<file path="config.mk">
export PLATFORM = sky130hd
export DESIGN_NAME = mc_sequencer
export DESIGN_NICKNAME = d
export VERILOG_FILES = /design/src/rtl/seq_pkg.sv /design/src/rtl/seq_state_reg.sv /design/src/rtl/seq_next_state.sv /design/src/rtl/seq_operand_split.sv /design/src/rtl/seq_ctrl_decode.sv /design/src/rtl/mc_sequencer.sv
export SDC_FILE = /design/constraint.sdc
export NUM_CORES = 1
export LEC_CHECK = 0
export ABC_AREA = 0
export BUFFER_PORTS_ARGS = -buffer_cell sky130_fd_sc_hd__buf_2
export CORE_AREA = 2 2 39 41
export CTS_BUF_LIST = sky130_fd_sc_hd__clkbuf_16
export CTS_CLUSTER_SIZE = 14
export DETAILED_ROUTE_END_ITERATION = 12
export DIE_AREA = 0 0 41 43
export GPL_TIMING_DRIVEN = 0
export PLACE_DENSITY_LB_ADDON = 0.08
export SLEW_MARGIN = 0
export SYNTH_ARGS = -nofsm -noshare
export SYNTH_HDL_FRONTEND = slang
export SYNTH_SLANG_ARGS = --single-unit
</file>
<file path="constraint.sdc">
create_clock -name clk -period 1.1 [get_ports clk]
set_input_delay 0.22 -clock clk [delete_from_list [all_inputs] [get_ports clk]]
set_output_delay 0.22 -clock clk [all_outputs]
set_load 0.005 [all_outputs]
</file>
<file path="src/rtl/seq_pkg.sv">
package seq_pkg;
  localparam int OPC_W = 2;

  typedef enum logic [2:0] {
    PH_FETCH  = 3'd0,
    PH_DECODE = 3'd1,
    PH_MOV    = 3'd2,
    PH_ADD    = 3'd3,
    PH_JNG    = 3'd4
  } phase_e;

  typedef enum logic [OPC_W-1:0] {
    OPC_NOP = 2'b00,
    OPC_MOV = 2'b01,
    OPC_JNG = 2'b10,
    OPC_ADD = 2'b11
  } opc_e;

  typedef struct packed {
    logic ir_load;
    logic pc_inc;
    logic pc_load;
    logic addr_pc_sel;
    logic rf_we;
    logic mem_we;
    logic alu_add;
    logic flag_we;
  } ctrl_t;
endpackage

</file>
<file path="src/rtl/seq_state_reg.sv">
module seq_state_reg
  import seq_pkg::*;
(
  input  logic   clk,
  input  logic   rst_n,
  input  phase_e nxt_i,
  output phase_e cur_o
);
  phase_e cur_q;

  always_ff @(posedge clk or negedge rst_n) begin
    if (!rst_n) cur_q <= PH_FETCH;
    else        cur_q <= nxt_i;
  end

  assign cur_o = cur_q;
endmodule

</file>
<file path="src/rtl/seq_next_state.sv">
module seq_next_state
  import seq_pkg::*;
(
  input  phase_e cur_i,
  input  opc_e   opcode_i,
  output phase_e nxt_o
);
  always_comb begin
    nxt_o = PH_FETCH;
    case (cur_i)
      PH_FETCH:  nxt_o = PH_DECODE;
      PH_DECODE: begin
        case (opcode_i)
          OPC_MOV: nxt_o = PH_MOV;
          OPC_ADD: nxt_o = PH_ADD;
          OPC_JNG: nxt_o = PH_JNG;
          default: nxt_o = PH_FETCH;
        endcase
      end
      default:   nxt_o = PH_FETCH;
    endcase
  end
endmodule

</file>
<file path="src/rtl/seq_operand_split.sv">
module seq_operand_split #(
  parameter int ADDR_W = 7,
  parameter int N_OPND = 2
) (
  input  logic [N_OPND*ADDR_W-1:0] field_i,
  output logic [N_OPND*ADDR_W-1:0] addr_o,
  output logic [N_OPND-1:0]        is_mem_o
);
  for (genvar g = 0; g < N_OPND; g++) begin : g_opnd
    assign addr_o[g*ADDR_W +: ADDR_W] = field_i[g*ADDR_W +: ADDR_W];
    assign is_mem_o[g]                = field_i[g*ADDR_W + ADDR_W - 1];
  end
endmodule

</file>
<file path="src/rtl/seq_ctrl_decode.sv">
module seq_ctrl_decode
  import seq_pkg::*;
(
  input  phase_e cur_i,
  input  logic   dst_is_mem_i,
  input  logic   jump_cond_i,
  output ctrl_t  ctrl_o
);
  always_comb begin
    ctrl_o = '0;
    case (cur_i)
      PH_FETCH: begin
        ctrl_o.ir_load     = 1'b1;
        ctrl_o.pc_inc      = 1'b1;
        ctrl_o.addr_pc_sel = 1'b1;
      end
      PH_MOV: begin
        ctrl_o.mem_we = dst_is_mem_i;
        ctrl_o.rf_we  = !dst_is_mem_i;
      end
      PH_ADD: begin
        ctrl_o.mem_we  = dst_is_mem_i;
        ctrl_o.rf_we   = !dst_is_mem_i;
        ctrl_o.alu_add = 1'b1;
        ctrl_o.flag_we = 1'b1;
      end
      PH_JNG:  ctrl_o.pc_load = jump_cond_i;
      default: ctrl_o = '0;
    endcase
  end
endmodule

</file>
<file path="src/rtl/mc_sequencer.sv">
module mc_sequencer
  import seq_pkg::*;
#(
  parameter int ADDR_W = 7
) (
  input  logic                      clk,
  input  logic                      rst_n,
  input  logic [OPC_W+2*ADDR_W-1:0] ir_word,
  input  logic                      flag_zero,
  input  logic                      flag_sign,
  output logic [2:0]                phase,
  output logic                      ir_load,
  output logic                      pc_inc,
  output logic                      pc_load,
  output logic [ADDR_W-1:0]         pc_target,
  output logic                      addr_pc_sel,
  output logic [ADDR_W-1:0]         dst_addr,
  output logic [ADDR_W-1:0]         src_addr,
  output logic                      dst_is_mem,
  output logic                      src_is_mem,
  output logic                      rf_we,
  output logic                      mem_we,
  output logic                      alu_op,
  output logic                      flag_we
);
  localparam int WORD_W = OPC_W + 2*ADDR_W;
  localparam int N_OPND = 2;

  opc_e                      opcode;
  phase_e                    cur, nxt;
  ctrl_t                     ctrl;
  logic [N_OPND*ADDR_W-1:0]  opnd_addr;
  logic [N_OPND-1:0]         opnd_mem;

  assign opcode = opc_e'(ir_word[WORD_W-1 -: OPC_W]);

  seq_state_reg u_state (
    .clk   (clk),
    .rst_n (rst_n),
    .nxt_i (nxt),
    .cur_o (cur)
  );

  seq_next_state u_next (
    .cur_i    (cur),
    .opcode_i (opcode),
    .nxt_o    (nxt)
  );

  seq_operand_split #(.ADDR_W(ADDR_W), .N_OPND(N_OPND)) u_opnd (
    .field_i  (ir_word[N_OPND*ADDR_W-1:0]),
    .addr_o   (opnd_addr),
    .is_mem_o (opnd_mem)
  );

  seq_ctrl_decode u_dec (
    .cur_i        (cur),
    .dst_is_mem_i (opnd_mem[1]),
    .jump_cond_i  (flag_sign | flag_zero),
    .ctrl_o       (ctrl)
  );

  assign phase       = cur;
  assign ir_load     = ctrl.ir_load;
  assign pc_inc      = ctrl.pc_inc;
  assign pc_load     = ctrl.pc_load;
  assign addr_pc_sel = ctrl.addr_pc_sel;
  assign rf_we       = ctrl.rf_we;
  assign mem_we      = ctrl.mem_we;
  assign alu_op      = ctrl.alu_add;
  assign flag_we     = ctrl.flag_we;
  assign dst_addr    = opnd_addr[ADDR_W +: ADDR_W];
  assign src_addr    = opnd_addr[0 +: ADDR_W];
  assign dst_is_mem  = opnd_mem[1];
  assign src_is_mem  = opnd_mem[0];
  assign pc_target   = opnd_addr[0 +: ADDR_W];
endmodule

</file>
==> impl_metrics.yaml <==
run_status:
  status: "finished, violations left"
  violations: "setup timing"
placed_design:
  place_congestion: 0.672
  dp_hpwl_um: 702
  placed_area_um2: 584
  port-buffer-count: 40
detailed_routing:
  first_iter_violations: 1
  drc_errors: 0
  dr.pass1.iters: 3
  wl_um: 928
  viasPerCell: 3.87
  wl_per_cell_um: 8.75
  vias: 410
  ant_nets: 0
cts:
  clk_path_buf_depth: 2
  cts_htree_levels: 1
  cts-root-buf: "clkbuf_16"
  insertion_delay_ps: 220
  cts.clk_slew.worst_paths_ps: 30
  cts_tree: "built"
  cts_buffers: 3
  cts.sinks: 3
sta:
  holdWs_ps: 263
  clock_skew_ps: 2.88
  period_share_pct: 120
  layout_setup_ws_ps: -224
  relSlewSlack_pct: 88.4
  fin_crit_ps: 1320
  tns_ps: -1430
  fmax_mhz: 755
  worstMarginPinSlew_ps: 173
  hold_violations: 0
  setup_violations: 10
  slew_violations: 0
  rsz0062_at_grt: "true"
floorplanning:
  core-area_um2: 1380
  start_util_pct: 25.9
  io_pins: 54
  die_area_um2: 1760
  die_h_um: 43
  die_w_um: 41
  core.rowCount: 14
worst_setup_path:
  r2r_start: "u_state.cur_o[1]"
  worst_setup_path_start_kind: "flop"
  crit_top_cell: "buf_6"
  critPathLaunch: "u_state.cur_o[1]"
  endpoint_kind: "output port"
  arrival_ps: 1100
  cp_num_buf_inv: 2
  cp.required_ps: 880
  critPathMaxFanout: 6
  slowest_delay_ps: 440
  slowest_stage: "dfrtp_2"
  critPathKind: "flop to output port"
  crit_chain: "and3b_2 > buf_6 > buf_6"
  cp_top_family: "flip-flops"
logic_synthesis:
  yosysWarnings: 0
  synth_top_area_share_pct: 54.4
  synth.avg_cell_area_um2: 8.98
  synth_area_leaders: "buf_4 54%, dfrtp_1 21%, and3b_2 5.6%, nor4b_2 4.2%, a21boi_2 3.1%"
  synth_cell_types: 12
  syn_inst: 40
  synthesis.nets: 60
  yosysTopAreaCell: "buf_4"
  synth_area_um2: 359
  ys_ff_latch: 3
  ys_seq_area_share_pct: 20.9
layout:
  diodes: 0
  fin_nets: 111
  fin_area_um2: 773
  largest_reg_flops: 3
  drive_above_1_share_pct: 93.3
  area_growth_pct: 115
  nFillCells: 132
power_and_ir_drop:
  leakagePower_nw: 0.454
  power.density_nw_per_um2: 1910
  ir_drop_v: 0.000826
job:
  max-cap-violations: 0
global_route:
  grt_pass1_wl_mm: 1.30
  grt_pass1_vias: 348
  antenna_found_initial: 0
  gr-total-overflow: 0
  grt_use_total_pct: 11.5
  grt_max_degree: 7
hold_path:
  hp-class: "input pin to flop"
  hold_start: "ir_word[15]"
-- worst register-to-register path, stage by stage, from the launching register on --
cell	delay (ps)
dfrtp_2	440
buf_4	150
buf_6	110
nor2_4	100
and4b_1	180
-- per-stage QoR --
stage                     util, %  std cells  setup WS [ps]  total power (W)
after global placement       42.2         96          -48.2         0.000673
after floorplan                 -         40           34.8         0.000471
after global routing         55.9        106           -254          0.00158
final                        55.9        106           -224          0.00148
after CTS                    53.7        104           -234          0.00144
after detailed placement     42.2         96          -49.0         0.000673
-- per-layer routing --
metal	share of wire (%)	up-vias	global-route usage (%)
met4	0	0	8.00
met3	11	0	5.24
met1	32	177	10.0
li1	-	205	-
met5	0	-	0
met2	57	28	19.1
-- cell usage in the layout (no fill, tap or decap), drive strengths merged, types with 2 or more instances in the layout --
cell    count
dfrtp       3
clkbuf      3
buf        71
nor2        2
and3b       2
-- cells by family (layout without fill, tap and decap cells) --
group | Yosys count | after routing | share of synthesized area (%)
flip-flops | 3 | 3 | 20.9
buffers and inverters | 26 | 76 | 54.4
AO/OA/AOI/OAI | 1 | 1 | 3.14
AND/OR/NAND/NOR | 10 | 10 | 21.6
-- timing repair --
action | CTS | global route
hold buffers | 1 | 0
setup buffers | 3 | 2
endpoints found under the hold margin | 3 | 0
resized for setup | 12 | 3
endpoints found under the setup margin | 8 | 10
pin swaps | 5 | 3
-- where the power goes --
part           switching (W)  internal, W
Sequential         0.0000733     0.000155
Clock              0.0000973     0.000469
Combinational       0.000203     0.000479
Total               0.000374      0.00110
-- synthesized netlist by cell type, drive strengths merged --
| library cell | count |
|---|---|
| buf | 26 |
| dfrtp | 3 |
| and3b | 2 |
| and3 | 1 |
| nor4b | 1 |
| and4b | 1 |
| nor2 | 2 |
| nor3b | 1 |
| a21boi | 1 |
| nor3 | 1 |
| nand2 | 1 |
-- worst paths after layout --
check / to / slack (ps) / depth (start not counted)
setup / recovery: flag_we / -220 / 3
hold / removal: u_state.cur_o[0] / 260 / 3
setup reg to reg: u_state.cur_o[2] / 50 / 4
hold reg to reg: u_state.cur_o[0] / 640 / 2
max in group asynchronous: u_state.cur_o[1] / 640 / 2
min in group asynchronous: u_state.cur_o[2] / 340 / 2
-- cell type report --
class                      instances  area, um2  area share [%]
timing repair buffer              46        287            37.1
buffer                            26        199            25.7
multi-input combinational         11        110            14.2
sequential                         3       78.8            10.2
clock buffer                       3       75.1            9.71
tap                               16       20.0            2.59
clock inverter                     1       3.75           0.485
Power figures use the tool's default switching activity.
